===== config.mk =====
export PLATFORM = sky130hd
export DESIGN_NAME = i2c_evt_vector
export DESIGN_NICKNAME = d
export VERILOG_FILES = /design/src/rtl/i2c_evt_vector.sv
export SDC_FILE = /design/constraint.sdc
export NUM_CORES = 1
export LEC_CHECK = 0
export BUFFER_PORTS_ARGS = -buffer_cell sky130_fd_sc_hd__clkbuf_2
export CORE_ASPECT_RATIO = 1.4
export CORE_MARGIN = 5
export CORE_UTILIZATION = 40
export CTS_CLUSTER_SIZE = 40
export DETAILED_ROUTE_END_ITERATION = 6
export PLACE_DENSITY = 0.73
export REMOVE_ABC_BUFFERS = 1
export SKIP_LAST_GASP = 1
export SLEW_MARGIN = 15
export SYNTH_ARGS = -nofsm -noshare
export SYNTH_HDL_FRONTEND = slang
export SYNTH_SLANG_ARGS = --single-unit

===== constraint.sdc =====
create_clock -name clk -period 2.03 [get_ports clk]
set_input_delay 0.406 -clock clk [delete_from_list [all_inputs] [get_ports clk]]
set_output_delay 0.406 -clock clk [all_outputs]
set_load 0.02 [all_outputs]

===== src/rtl/i2c_evt_vector.sv =====
module i2c_evt_vector #(
  parameter int EVT_N = 7,
  parameter int VW    = $clog2(EVT_N + 1)
) (
  input  logic             clk,
  input  logic             rst_n,
  input  logic [EVT_N-1:0] evt_set,
  input  logic             wr_en,
  input  logic             wr_sel,
  input  logic [EVT_N-1:0] wr_data,
  input  logic             vec_rd,
  output logic [VW-1:0]    vec,
  output logic             irq,
  output logic [EVT_N-1:0] status,
  output logic [EVT_N-1:0] mask
);
  logic [EVT_N-1:0] stat_q, mask_q, act, w1c, rd_clr;
  logic [VW-1:0]    code;
  logic             irq_q;

  assign act = stat_q & mask_q;

  always_comb begin
    code = '0;
    for (int i = EVT_N - 1; i >= 0; i--)
      if (act[i]) code = VW'(i + 1);
  end

  assign w1c    = (wr_en && wr_sel) ? wr_data : '0;
  assign rd_clr = (vec_rd && code != '0) ? (EVT_N'(1) << (code - VW'(1))) : '0;

  always_ff @(posedge clk) begin
    if (!rst_n) begin
      stat_q <= '0;
      mask_q <= '0;
      irq_q  <= 1'b0;
    end else begin
      stat_q <= (stat_q & ~(w1c | rd_clr)) | evt_set;
      if (wr_en && !wr_sel) mask_q <= wr_data;
      irq_q  <= |act;
    end
  end

  assign vec    = code;
  assign irq    = irq_q;
  assign status = stat_q;
  assign mask   = mask_q;
endmodule


Yosys cells after proc, flatten, opt, wreduce, memory -nomap -nowiden
Index checks and enable logic that the tools add are counted.
{"block": "classes", "shift": 1, "n_reduce_logical": 6, "addsub": 1, "mux": 9, "n_bitwise": 5}
{"cell": "two-way mux 3 bit", "n": 7}
{"cell": "AND 7 bit", "n": 2}
{"cell": "two-way mux 7 bit", "n": 2}
{"cell": "bitwise OR 7 bit", "n": 2}
{"cell": "inverter 7 bit", "n": 1}
{"cell": "OR reduction 7 bit", "n": 1}
{"cell": "left shift 1 x 3 -> 7 bit (first input constant)", "n": 1}
{"cell": "logical AND 1 bit", "n": 3}
{"cell": "nonzero test 3 bit", "n": 1}
{"cell": "subtractor 3 x 1 -> 3 bit (second input constant)", "n": 1}
{"cell": "zero test 1 bit", "n": 1}
{"block": "totals", "regBits": 15, "wordCells": 25, "output_inout_bits": 18}

Longest topological paths before layout
Gate-level depths: netlist of the first run.
{"block": "logic_depth", "depth_word": 15, "ltp_mapped": 8}

Worst setup path before layout of the first run
OpenSTA, ideal clock, no wires.
{"block": "synth_path", "kind": "register -> register", "startpoint": "reg stat_q[2] (netlist: status[2])", "endpoint": "reg stat_q[5] (netlist: status[5])", "arrival_time_ns": 2.280, "n_path_buf": 0, "required_time_ns": 1.904, "stages_incl_launch_ff": 9, "period_less_slack_ns": 2.406, "setup_slack_ns": -0.376, "path_cell_list": "dfxtp_1 nand2_1 a32o_2 or2_4 and3_1 ha_1 or3b_2 nor3_1 a31oi_1"}
{"block": "synth_between", "elab_chain_len": 11, "elab_cells_between_ends": 13, "classes_between": "add/sub: 1; shift: 1; mux: 4; bitwise: 5; reduce/logical: 2"}
{"element": "from (decl)", "line_no": "17", "text": "logic [EVT_N-1:0] stat_q, mask_q, act, w1c, rd_clr;"}
{"element": "from (signal assigned)", "line_no": "38", "text": "stat_q <= (stat_q & ~(w1c | rd_clr)) | evt_set;"}
{"element": "AND 7 bit (*)", "line_no": "21", "text": "assign act = stat_q & mask_q;"}
{"element": "two-way mux 3 bit (*) (3 in a row)", "line_no": "26", "text": "if (act[i]) code = VW'(i + 1);"}
{"element": "subtractor 3 x 1 -> 3 bit or nonzero test 3 bit (tied branches)", "line_no": "30", "text": "assign rd_clr = (vec_rd && code != '0) ? (EVT_N'(1) << (code - VW'(1))) : '0;"}
{"element": "left shift 1 x 3 -> 7 bit or logical AND 1 bit (tied branches)", "line_no": "30"}
{"element": "two-way mux 7 bit (*)", "line_no": "30"}
{"element": "bitwise OR 7 bit (*)", "line_no": "38"}
{"element": "inverter 7 bit (*)", "line_no": "38"}
{"element": "AND 7 bit (*)", "line_no": "38"}
{"element": "bitwise OR 7 bit (*)", "line_no": "38"}
Every way passes the cells marked *; elsewhere a longest branch is shown, timed or not.
A chain may end at the register's enable or synchronous reset.

Worst setup path in the final report of the first run
Same ends and word-level chain as after synthesis.

==> results of run 1 <==
-- stage by stage --
| stage | worst slack (ns) | area (sq um) |
|---|---|---|
| after CTS | -0.0896 | 1220 |
| after global placement | -0.222 | 1150 |
| after detailed placement | -0.325 | 1150 |
| final | -0.0596 | 1280 |
| after floorplan | -0.376 | 795 |
| after global routing | -0.125 | 1280 |
-- registers in the layout (all words and copies together), names as in the netlist --
register	flops
irq	1
status	7
mask	7
-- critical path: cells and delay by family, from the launching register on --
| kind | cells | cell delay, ns |
|---|---|---|
| flops | 1 | 0.34 |
| simple gates | 4 | 0.89 |
| fa+ha+maj | 1 | 0.20 |
| compound gates | 3 | 0.55 |
-- where the power goes --
part,total [mW],internal [mW],switching (mW)
logic,0.242,0.122,0.120
clock network,0.171,0.0763,0.0948
registers,0.331,0.314,0.0179
-- kinds of logic (layout without fill, tap and decap cells) --
logic type | count (synthesis) | count (layout) | synth area share
AOI/OAI and AO/OA | 32 | 32 | 0.302
adders and majority gates | 1 | 1 | 0.0156
buffers and inverters | 7 | 70 | 0.0343
DFF | 15 | 15 | 0.374
muxes | 7 | 7 | 0.0872
and+or+nand+nor | 28 | 28 | 0.187
-- how the worst max path moves through the flow --
| stage | to | slack [ns] | depth (start not counted) |
|---|---|---|---|
| 3_5_place_dp | status[5]$_SDFF_PN0_ | -0.33 | 8 |
| 2_1_floorplan | status[5]$_SDFF_PN0_ | -0.38 | 8 |
| 5_1_grt | status[5]$_SDFF_PN0_ | -0.13 | 9 |
| 6_report | status[5]$_SDFF_PN0_ | -0.06 | 8 |
| 4_1_cts | status[5]$_SDFF_PN0_ | -0.09 | 8 |
| 3_3_place_gp | status[5]$_SDFF_PN0_ | -0.22 | 8 |
-- timing repair --
item	in CTS	in global routing
hold endpoints to repair	0	0
setup endpoints to repair	5	7
setup buffers	1	4
pin swaps	4	4
gates resized for setup	8	10
gates cloned	0	0
-- metal layers --
metal / up-vias / track usage / part of all wire
li1: 453 / - / -
met1: 445 / 0.198 / 0.40
met2: 36 / 0.303 / 0.54
met3: 2 / 0.0202 / 0.060
met4: 0 / 0.0707 / 0.0063
met5: - / 0 / 0
-- layout make-up --
cell class / count / share of cell area
multi-input combinational: 68 / 0.413
tap: 21 / 0.0204
sequential: 15 / 0.236
timing repair buffer: 61 / 0.296
inverter: 5 / 0.0146
clock buffer: 4 / 0.0204
-- layout by cell type, fill, tap and decap left out, drive strengths merged, types with 2 or more instances in the layout --
cell type / count
a21oi: 4
nor2b: 8
a22oi: 3
inv: 5
a21boi: 7
buf: 27
dfxtp: 15
o21a: 2
a31oi: 3
o21ai: 8
nand2: 7
nor3: 4
nor2: 3
mux2i: 7
a22o: 2
clkbuf: 38
==> impl_metrics.prom, run 1 <==
# TYPE chip_impl_metric gauge
chip_impl_metric{name="worst_skew_pair.late_latency",unit="ns"} 0.28
chip_impl_metric{name="setup_ws",unit="ns"} -0.0596
chip_impl_info{name="synthMostInstantiatedCell",value="dfxtp_1"} 1
chip_impl_metric{name="drv_slew",unit=""} 0
chip_impl_metric{name="synth.ff_latch_count",unit=""} 15
chip_impl_metric{name="timing.critical_path.slowest_cell_delay",unit="ns"} 0.39
chip_impl_metric{name="hpwl",unit="um"} 1920
chip_impl_metric{name="design.die.area",unit="sq um"} 3020
chip_impl_metric{name="final.hold.worst_slack",unit="ns"} 0.350
chip_impl_info{name="cts.root.buffer_cell",value="clkbuf_4"} 1
chip_impl_metric{name="fp.coreArea",unit="sq um"} 1950
chip_impl_metric{name="timing_worst_slew_pin_value",unit="ns"} 0.354
chip_impl_info{name="outcome",value="finished with violations"} 1
chip_impl_metric{name="vias",unit=""} 936
chip_impl_metric{name="period_share",unit=""} 1.03
chip_impl_metric{name="rows",unit=""} 19
chip_impl_metric{name="chipHeight",unit="um"} 63.0
chip_impl_info{name="tritoncts",value="yes"} 1
chip_impl_metric{name="reg2reg_slack",unit="ns"} -0.06
chip_impl_metric{name="synth_edf_count",unit=""} 0
chip_impl_metric{name="drv_cap",unit=""} 0
chip_impl_metric{name="finalSetupViolations",unit=""} 2
chip_impl_metric{name="design.portCount",unit=""} 37
chip_impl_metric{name="first_global_vias",unit=""} 945
chip_impl_info{name="worst_setup_path_startpoint",value="status[2]$_SDFF_PN0_"} 1
chip_impl_metric{name="drc",unit=""} 0
chip_impl_metric{name="reg2reg_depth",unit=""} 8
chip_impl_metric{name="finalWeightedCongestion",unit=""} 0.892
chip_impl_metric{name="min_delay_path_depth",unit=""} 3
chip_impl_metric{name="final.setup.tns",unit="ns"} -0.0806
chip_impl_info{name="rsz0062_at_grt",value="true"} 1
chip_impl_metric{name="finalNetCount",unit=""} 174
chip_impl_info{name="cell_breakdown_of_the_critical_path",value="a22o_2 > a31oi_4 > or2_4 > and3_4 > ha_4 > or3b_4 > nor3_4 > a31oi_1"} 1
chip_impl_metric{name="cp_max_fo",unit=""} 3
chip_impl_metric{name="post_route_cells_drive_above_1_share",unit=""} 0.529
chip_impl_info{name="crit_path_top_delay_cell",value="or3b_4"} 1
chip_impl_metric{name="post-place-cells",unit=""} 165
chip_impl_info{name="synthTopCellsByArea",value="dfxtp_1, mux2i_1, a21boi_0"} 1
chip_impl_metric{name="synth_async_sr_flop_share",unit=""} 0
chip_impl_metric{name="grt_antenna_before_repair",unit=""} 0
chip_impl_metric{name="power_leakage",unit="nW"} 0.623
chip_impl_metric{name="yosysUniqueCellTypes",unit=""} 29
chip_impl_metric{name="route.detailed.vias_per_inst",unit=""} 5.38
chip_impl_metric{name="hold_buffers",unit=""} 0
chip_impl_metric{name="grt_overflow",unit=""} 0
chip_impl_metric{name="die_width",unit="um"} 47.9
chip_impl_info{name="hold_path_startpoint",value="evt_set[1]"} 1
chip_impl_metric{name="cts.sink_count",unit=""} 15
chip_impl_metric{name="timing.clock.skew",unit="ns"} 0.00422
chip_impl_metric{name="route.antenna.remaining_nets",unit=""} 0
chip_impl_info{name="timing.rr.start",value="status[2]$_SDFF_PN0_"} 1
chip_impl_metric{name="fillerInstances",unit=""} 164
chip_impl_metric{name="syn_area_per_cell",unit="sq um"} 8.93
chip_impl_metric{name="totalWireLength",unit="um"} 2690
chip_impl_metric{name="grt_first_pass_wirelength",unit="um"} 3940
chip_impl_metric{name="synthesis.yosys.warnings",unit=""} 0
chip_impl_metric{name="power_density",unit="nW/um^2"} 580
chip_impl_metric{name="drtIter0Drc",unit=""} 22
chip_impl_info{name="start_kind",value="flip-flop"} 1
chip_impl_metric{name="routed_wire_length_per_instance",unit="um"} 15.4
chip_impl_info{name="r2r_end",value="status[5]$_SDFF_PN0_"} 1
chip_impl_info{name="critPathKind",value="flip-flop to flip-flop"} 1
chip_impl_metric{name="track_usage",unit=""} 0.174
chip_impl_metric{name="grt_start_max_net_pins",unit=""} 16
chip_impl_metric{name="flow.area_growth_from_synthesis",unit="%"} 60.0
chip_impl_metric{name="final_core_utilization",unit=""} 0.659
chip_impl_metric{name="synth_top_cell_area_share",unit=""} 0.374
chip_impl_metric{name="critPathArrivalTime",unit="ns"} 2.25
chip_impl_metric{name="floorplan.initialDensity",unit=""} 0.412
chip_impl_info{name="min-delay-path-class",value="primary input to flip-flop"} 1
chip_impl_info{name="ys_dominant_reg_cell",value="dfxtp_1"} 1
chip_impl_metric{name="max-clock-path-buffers",unit=""} 2
chip_impl_metric{name="insertedDiodeCount",unit=""} 0
chip_impl_metric{name="htreeDepth",unit=""} 1
chip_impl_info{name="failing_checks",value="setup timing"} 1
chip_impl_metric{name="power.ir.vdd_worst",unit="uV"} 340
chip_impl_metric{name="layoutNonFillerInstCount",unit=""} 174
chip_impl_metric{name="cts_buffers",unit=""} 3
chip_impl_metric{name="ys_seq_area_frac",unit=""} 0.374
chip_impl_metric{name="mappedNetlistArea",unit="sq um"} 803
chip_impl_metric{name="worstPathRequired",unit="ns"} 2.19
chip_impl_metric{name="timing.final.crit_period",unit="ns"} 2.09
chip_impl_info{name="worstSetupEndpointType",value="flip-flop"} 1
chip_impl_metric{name="multiInputGateArea",unit="sq um"} 531
chip_impl_metric{name="detail_route.first_pass.iterations",unit=""} 4
chip_impl_info{name="synth_top_cells_by_count",value="dfxtp_1, nor2b_1"} 1
chip_impl_metric{name="timing.slew.headroom",unit=""} 0.764
chip_impl_metric{name="ff_latch_area",unit="sq um"} 303
chip_impl_metric{name="max_freq",unit="MHz"} 479
chip_impl_info{name="hold_path_end",value="status[1]$_SDFF_PN0_"} 1
chip_impl_metric{name="design_power_total",unit="mW"} 0.745
chip_impl_metric{name="port-buffer-count",unit=""} 36
chip_impl_metric{name="finalHoldViolations",unit=""} 0
chip_impl_metric{name="netlist_instances",unit=""} 90
chip_impl_info{name="synth_top_cell_by_area",value="dfxtp_1"} 1
chip_impl_metric{name="worst_setup_hold_path_clk_slew",unit="ns"} 0.09
(Power assumes the default switching activity.)
==> inputs of run 2 (changes only) <==
--- a/config.mk
+++ b/config.mk
@@ -5,13 +5,12 @@
 export SDC_FILE = /design/constraint.sdc
 export NUM_CORES = 1
 export LEC_CHECK = 0
-export BUFFER_PORTS_ARGS = -buffer_cell sky130_fd_sc_hd__clkbuf_2
-export CORE_ASPECT_RATIO = 1.4
 export CORE_MARGIN = 5
-export CORE_UTILIZATION = 40
+export CORE_UTILIZATION = 53
 export CTS_CLUSTER_SIZE = 40
 export DETAILED_ROUTE_END_ITERATION = 6
-export PLACE_DENSITY = 0.73
+export DONT_BUFFER_PORTS = 1
+export PLACE_DENSITY = 0.71
 export REMOVE_ABC_BUFFERS = 1
 export SKIP_LAST_GASP = 1
 export SLEW_MARGIN = 15
==> impl_metrics.prom, run 2 (synthesized netlist as in run 1, its figures left out) <==
# TYPE chip_impl_metric gauge
chip_impl_info{name="outcome",value="finished with violations"} 1
chip_impl_info{name="failing_checks",value="setup timing"} 1
chip_impl_metric{name="cts_buffers",unit=""} 3
chip_impl_metric{name="finalNetCount",unit=""} 143
chip_impl_info{name="cts.root.buffer_cell",value="clkbuf_4"} 1
chip_impl_metric{name="die_width",unit="um"} 48.9
chip_impl_metric{name="design.die.area",unit="sq um"} 2390
chip_impl_metric{name="flow.area_growth_from_synthesis",unit="%"} 39.6
chip_impl_info{name="tritoncts",value="yes"} 1
chip_impl_metric{name="grt_antenna_before_repair",unit=""} 0
chip_impl_info{name="layout_common_cells",value="buf_4, dfxtp_1, nor2b_1"} 1
chip_impl_info{name="critPathKind",value="flip-flop to flip-flop"} 1
chip_impl_metric{name="vias",unit=""} 834
chip_impl_metric{name="insertedDiodeCount",unit=""} 0
chip_impl_metric{name="grt_overflow",unit=""} 0
chip_impl_metric{name="final.setup.tns",unit="ns"} -0.214
chip_impl_metric{name="reg2reg_slack",unit="ns"} -0.09
chip_impl_info{name="rsz0062_at_grt",value="true"} 1
chip_impl_metric{name="timing.slew.headroom",unit=""} 0.714
chip_impl_info{name="hold_path_end",value="irq$_SDFF_PN0_"} 1
chip_impl_metric{name="multiInputGateArea",unit="sq um"} 524
chip_impl_metric{name="worst_skew_pair.late_latency",unit="ns"} 0.29
chip_impl_metric{name="routed_wire_length_per_instance",unit="um"} 17.7
chip_impl_metric{name="port-buffer-count",unit=""} 0
chip_impl_metric{name="track_usage",unit=""} 0.209
chip_impl_metric{name="totalWireLength",unit="um"} 2450
chip_impl_metric{name="design_power_total",unit="mW"} 0.704
chip_impl_metric{name="power_density",unit="nW/um^2"} 628
chip_impl_metric{name="timing.clock.skew",unit="ns"} 0.00280
chip_impl_info{name="timing.rr.start",value="status[2]$_SDFF_PN0_"} 1
chip_impl_metric{name="design.portCount",unit=""} 37
chip_impl_metric{name="drv_cap",unit=""} 0
chip_impl_metric{name="route.antenna.remaining_nets",unit=""} 0
chip_impl_metric{name="setup_ws",unit="ns"} -0.0871
chip_impl_info{name="worstSetupEndpointType",value="flip-flop"} 1
chip_impl_metric{name="cts.sink_count",unit=""} 15
chip_impl_metric{name="worstPathRequired",unit="ns"} 2.20
chip_impl_metric{name="setup_fix_bufs_post_cts",unit=""} 0
chip_impl_metric{name="power.ir.vdd_worst",unit="uV"} 387
chip_impl_metric{name="worst_setup_hold_path_clk_slew",unit="ns"} 0.09
chip_impl_metric{name="route.detailed.vias_per_inst",unit=""} 6.04
chip_impl_metric{name="finalHoldViolations",unit=""} 0
chip_impl_metric{name="drv_slew",unit=""} 0
chip_impl_info{name="r2r_end",value="status[4]$_SDFF_PN0_"} 1
chip_impl_metric{name="drtIter0Drc",unit=""} 16
chip_impl_metric{name="grt_first_pass_wirelength",unit="um"} 3970
chip_impl_metric{name="finalWeightedCongestion",unit=""} 0.900
chip_impl_metric{name="max_freq",unit="MHz"} 472
chip_impl_metric{name="timing.final.crit_period",unit="ns"} 2.12
chip_impl_metric{name="min_delay_path_depth",unit=""} 1
chip_impl_metric{name="htreeDepth",unit=""} 1
chip_impl_metric{name="timing_worst_slew_pin_value",unit="ns"} 0.428
chip_impl_metric{name="period_share",unit=""} 1.04
chip_impl_metric{name="hpwl",unit="um"} 1760
chip_impl_info{name="most_common_library_cell_in_the_layout_ignoring_fill_and_taps",value="buf_4"} 1
chip_impl_metric{name="hold_buffers",unit=""} 0
chip_impl_info{name="min-delay-path-class",value="primary input to flip-flop"} 1
chip_impl_metric{name="reg2reg_depth",unit=""} 9
chip_impl_metric{name="first_global_vias",unit=""} 886
chip_impl_metric{name="chipHeight",unit="um"} 48.9
chip_impl_metric{name="max-clock-path-buffers",unit=""} 2
chip_impl_metric{name="critPathArrivalTime",unit="ns"} 2.29
chip_impl_metric{name="rows",unit=""} 14
chip_impl_metric{name="power_leakage",unit="nW"} 0.490
chip_impl_metric{name="detail_route.first_pass.iterations",unit=""} 4
chip_impl_metric{name="final_core_utilization",unit=""} 0.762
chip_impl_metric{name="finalSetupViolations",unit=""} 3
chip_impl_info{name="hold_path_startpoint",value="rst_n"} 1
chip_impl_metric{name="fp.coreArea",unit="sq um"} 1470
chip_impl_metric{name="post_route_cells_drive_above_1_share",unit=""} 0.410
chip_impl_metric{name="fillerInstances",unit=""} 110
chip_impl_metric{name="ff_latch_area",unit="sq um"} 303
chip_impl_metric{name="cp_max_fo",unit=""} 4
chip_impl_metric{name="grt_start_max_net_pins",unit=""} 16
chip_impl_metric{name="drc",unit=""} 0
chip_impl_info{name="start_kind",value="flip-flop"} 1
chip_impl_metric{name="floorplan.initialDensity",unit=""} 0.546
==> run 2: repair_timing <==
| action | in CTS | in global routing |
|---|---|---|
| endpoints found under the setup margin | 4 | 7 |
| pin swaps | 3 | 0 |
| gates cloned | 0 | 0 |
| gates resized for setup | 8 | 5 |
==> run 2: how the worst max path moves through the flow <==
stage | to | slack, ns | start
6_report | status[4]$_SDFF_PN0_ | -0.09 | status[2]$_SDFF_PN0_
3_5_place_dp | status[5]$_SDFF_PN0_ | -0.32 | mask[2]$_SDFFE_PN0P_
2_1_floorplan | status[5]$_SDFF_PN0_ | -0.38 | status[2]$_SDFF_PN0_
5_1_grt | status[5]$_SDFF_PN0_ | -0.13 | status[2]$_SDFF_PN0_
3_3_place_gp | status[5]$_SDFF_PN0_ | -0.21 | status[2]$_SDFF_PN0_
4_1_cts | status[5]$_SDFF_PN0_ | -0.05 | status[2]$_SDFF_PN0_
==> run 2: layout make-up <==
| class | instances | share of cell area |
|---|---|---|
| timing repair buffer | 30 | 0.204 |
| clock buffer | 4 | 0.0234 |
| inverter | 5 | 0.0167 |
| tap | 16 | 0.0179 |
| multi-input combinational | 68 | 0.468 |
| sequential | 15 | 0.270 |
==> run 2: worst max-delay path, cell delays in order (launching register included) <==
cell     delay (ns)
dfxtp_2        0.37
nand2_1        0.06
a32o_2         0.27
or2_4          0.23
and3_4         0.19
ha_4           0.23
or3b_4         0.39
buf_6          0.13
nor2_2         0.07
a21oi_1        0.06
==> run 2: per-layer routing <==
metal	GRT usage	routed length, um	vias up
li1	-	-	392
met1	0.224	974	399
met2	0.354	1190	36
met3	0.0856	222	7
met4	0.0897	57	0
met5	0	0	-
==> run 2: power by group <==
group,switching (mW),internal (mW),leakage [nW]
Sequential,0.0199,0.314,0.125
Clock,0.0983,0.0764,0.0150
Combinational,0.0990,0.0965,0.350
Total,0.217,0.487,0.490
==> run 2: metrics by stage <==
stage	cells	hold slack (ns)	instance area (sq um)	setup slack (ns)
global route	138	0.230	1120	-0.127
detailed placement	134	0.544	1040	-0.322
finish	138	0.239	1120	-0.0871
CTS	138	0.244	1100	-0.0533
global placement	134	0.530	1040	-0.210
floorplan	88	0.523	795	-0.376
==> inputs of run 3 (changes only) <==
--- a/config.mk
+++ b/config.mk
@@ -5,6 +5,7 @@
 export SDC_FILE = /design/constraint.sdc
 export NUM_CORES = 1
 export LEC_CHECK = 0
+export CAP_MARGIN = 20
 export CORE_MARGIN = 5
 export CORE_UTILIZATION = 53
 export CTS_CLUSTER_SIZE = 40
==> constraint.sdc (replaced) <==
create_clock -name clk -period 2.03 [get_ports clk]
set_input_delay 0.203 -clock clk [delete_from_list [all_inputs] [get_ports clk]]
set_output_delay 0.203 -clock clk [all_outputs]
set_load 0.02 [all_outputs]
==> impl_metrics.prom, run 3 (synthesized netlist as in run 1, its figures left out) <==
# TYPE chip_impl_metric gauge
chip_impl_metric{name="post-place-cells",unit=""} 133
chip_impl_info{name="r2r_end",value="status[4]$_SDFF_PN0_"} 1
chip_impl_info{name="hold_path_end",value="mask[0]$_SDFFE_PN0P_"} 1
chip_impl_metric{name="detail_route.first_pass.iterations",unit=""} 5
chip_impl_info{name="layout_common_cells",value="buf_4, dfxtp_1, nor2b_1"} 1
chip_impl_metric{name="die_width",unit="um"} 48.9
chip_impl_metric{name="min_delay_path_depth",unit=""} 1
chip_impl_metric{name="rows",unit=""} 14
chip_impl_info{name="critPathKind",value="flip-flop to flip-flop"} 1
chip_impl_metric{name="timing.final.crit_period",unit="ns"} 2.11
chip_impl_metric{name="flow.area_growth_from_synthesis",unit="%"} 40.3
chip_impl_metric{name="design.die.area",unit="sq um"} 2390
chip_impl_metric{name="htreeDepth",unit=""} 1
chip_impl_metric{name="grt_first_pass_wirelength",unit="um"} 3790
chip_impl_metric{name="setup_ws",unit="ns"} -0.0781
chip_impl_metric{name="chipHeight",unit="um"} 48.9
chip_impl_metric{name="floorplan.initialDensity",unit=""} 0.546
chip_impl_metric{name="route.detailed.vias_per_inst",unit=""} 5.70
chip_impl_metric{name="drv_cap",unit=""} 0
chip_impl_metric{name="cp_max_fo",unit=""} 4
chip_impl_metric{name="grt_overflow",unit=""} 0
chip_impl_metric{name="worst_setup_hold_path_clk_slew",unit="ns"} 0.09
chip_impl_info{name="worstSetupEndpointType",value="flip-flop"} 1
chip_impl_metric{name="finalWeightedCongestion",unit=""} 0.837
chip_impl_metric{name="fp.coreArea",unit="sq um"} 1470
chip_impl_metric{name="reg2reg_depth",unit=""} 9
chip_impl_info{name="rsz0062_at_grt",value="true"} 1
chip_impl_metric{name="drtIter0Drc",unit=""} 25
chip_impl_metric{name="finalInstanceArea",unit="sq um"} 1130
chip_impl_metric{name="hold_buffers",unit=""} 0
chip_impl_metric{name="post_route_cells_drive_above_1_share",unit=""} 0.410
chip_impl_metric{name="final.hold.worst_slack",unit="ns"} 0.0344
chip_impl_metric{name="first_global_vias",unit=""} 828
chip_impl_info{name="failing_checks",value="setup timing"} 1
chip_impl_metric{name="layoutNonFillerInstCount",unit=""} 138
chip_impl_metric{name="design.portCount",unit=""} 37
chip_impl_info{name="tritoncts",value="yes"} 1
chip_impl_info{name="timing.rr.start",value="mask[2]$_SDFFE_PN0P_"} 1
chip_impl_metric{name="design_power_total",unit="mW"} 0.709
chip_impl_metric{name="drv_slew",unit=""} 0
chip_impl_metric{name="power_density",unit="nW/um^2"} 629
chip_impl_metric{name="timing.slew.headroom",unit=""} 0.687
chip_impl_info{name="most_common_library_cell_in_the_layout_ignoring_fill_and_taps",value="buf_4"} 1
chip_impl_metric{name="place_area",unit="sq um"} 1030
chip_impl_info{name="min-delay-path-class",value="primary input to flip-flop"} 1
chip_impl_metric{name="route.antenna.remaining_nets",unit=""} 0
chip_impl_metric{name="cts_buffers",unit=""} 3
chip_impl_metric{name="finalNetCount",unit=""} 143
chip_impl_info{name="hold_path_startpoint",value="rst_n"} 1
chip_impl_info{name="outcome",value="finished with violations"} 1
chip_impl_metric{name="timing_worst_slew_pin_value",unit="ns"} 0.468
chip_impl_info{name="cts.root.buffer_cell",value="clkbuf_4"} 1
chip_impl_metric{name="worstPathRequired",unit="ns"} 2.21
chip_impl_metric{name="critPathArrivalTime",unit="ns"} 2.29
chip_impl_metric{name="grt_antenna_before_repair",unit=""} 0
chip_impl_metric{name="power.ir.vdd_worst",unit="uV"} 551
chip_impl_metric{name="max-clock-path-buffers",unit=""} 2
chip_impl_metric{name="worst_skew_pair.late_latency",unit="ns"} 0.29
chip_impl_metric{name="finalHoldViolations",unit=""} 0
chip_impl_metric{name="totalWireLength",unit="um"} 2440
chip_impl_metric{name="grt_start_max_net_pins",unit=""} 16
chip_impl_metric{name="cts.sink_count",unit=""} 15
chip_impl_metric{name="max_freq",unit="MHz"} 474
chip_impl_info{name="start_kind",value="flip-flop"} 1
chip_impl_metric{name="drc",unit=""} 0
chip_impl_metric{name="timing.clock.skew",unit="ns"} 0.00616
chip_impl_metric{name="reg2reg_slack",unit="ns"} -0.08
chip_impl_metric{name="insertedDiodeCount",unit=""} 0
chip_impl_metric{name="routed_wire_length_per_instance",unit="um"} 17.7
chip_impl_metric{name="fillerInstances",unit=""} 118
chip_impl_metric{name="vias",unit=""} 786
chip_impl_metric{name="power_leakage",unit="nW"} 0.493
chip_impl_metric{name="finalSetupViolations",unit=""} 3
chip_impl_metric{name="port-buffer-count",unit=""} 0
chip_impl_metric{name="period_share",unit=""} 1.04
chip_impl_metric{name="hpwl",unit="um"} 1790
chip_impl_metric{name="track_usage",unit=""} 0.202
run 3: per-layer routing:
layer / part of all wire / global-route usage / vias to the layer above
met4: 0.018 / 0.0673 / 0
li1: - / - / 391
met2: 0.49 / 0.348 / 28
met5: 0 / 0 / -
met3: 0.085 / 0.0765 / 5
met1: 0.41 / 0.226 / 362
run 3: report_power, final:
group | internal (mW) | leakage, nW | switching [mW] | total (mW)
sequential | 0.314 | 0.125 | 0.0189 | 0.333
clock | 0.0766 | 0.0150 | 0.101 | 0.177
combinational | 0.0983 | 0.353 | 0.101 | 0.199
run 3: worst max path at each step:
stage	end	startpoint	slack, ns	depth (start not counted)
after floorplan	status[5]$_SDFF_PN0_	status[2]$_SDFF_PN0_	-0.38	8
after global placement	status[5]$_SDFF_PN0_	status[2]$_SDFF_PN0_	-0.21	8
after detailed placement	status[5]$_SDFF_PN0_	status[2]$_SDFF_PN0_	-0.30	8
after CTS	status[4]$_SDFF_PN0_	status[2]$_SDFF_PN0_	-0.07	9
after global routing	status[4]$_SDFF_PN0_	mask[2]$_SDFFE_PN0P_	-0.11	9
final	status[4]$_SDFF_PN0_	mask[2]$_SDFFE_PN0P_	-0.08	9
run 3: timing repair:
item,CTS,global route
setup buffers,0,1
resized for setup,8,6
endpoints found under the setup margin,5,6
pin swaps,3,5
run 3: cell type report:
class | instances | area, sq um | area share
Clock buffer | 4 | 26.3 | 0.0233
Multi-Input combinational cell | 68 | 529 | 0.469
Timing Repair Buffer | 30 | 229 | 0.203
Tap cell | 16 | 20.0 | 0.0178
Inverter | 5 | 18.8 | 0.0166
Sequential cell | 15 | 304 | 0.270
run 3: through the flow:
step / setup slack (ns) / TNS, ns / utilization
2_1_floorplan: -0.376 / -0.991 / -
3_3_place_gp: -0.212 / -0.605 / 0.702
3_5_place_dp: -0.299 / -0.832 / 0.702
4_1_cts: -0.0664 / -0.155 / 0.742
5_1_grt: -0.110 / -0.312 / 0.766
6_report: -0.0781 / -0.156 / 0.766
run 3: worst max-delay path: stages, from the launching register on:
cell	delay, ns
dfxtp_2	0.36
nand2_1	0.06
a32o_2	0.26
or2_4	0.23
and3_4	0.19
ha_4	0.21
or3b_4	0.42
buf_6	0.14
nor2_4	0.08
a21oi_1	0.06
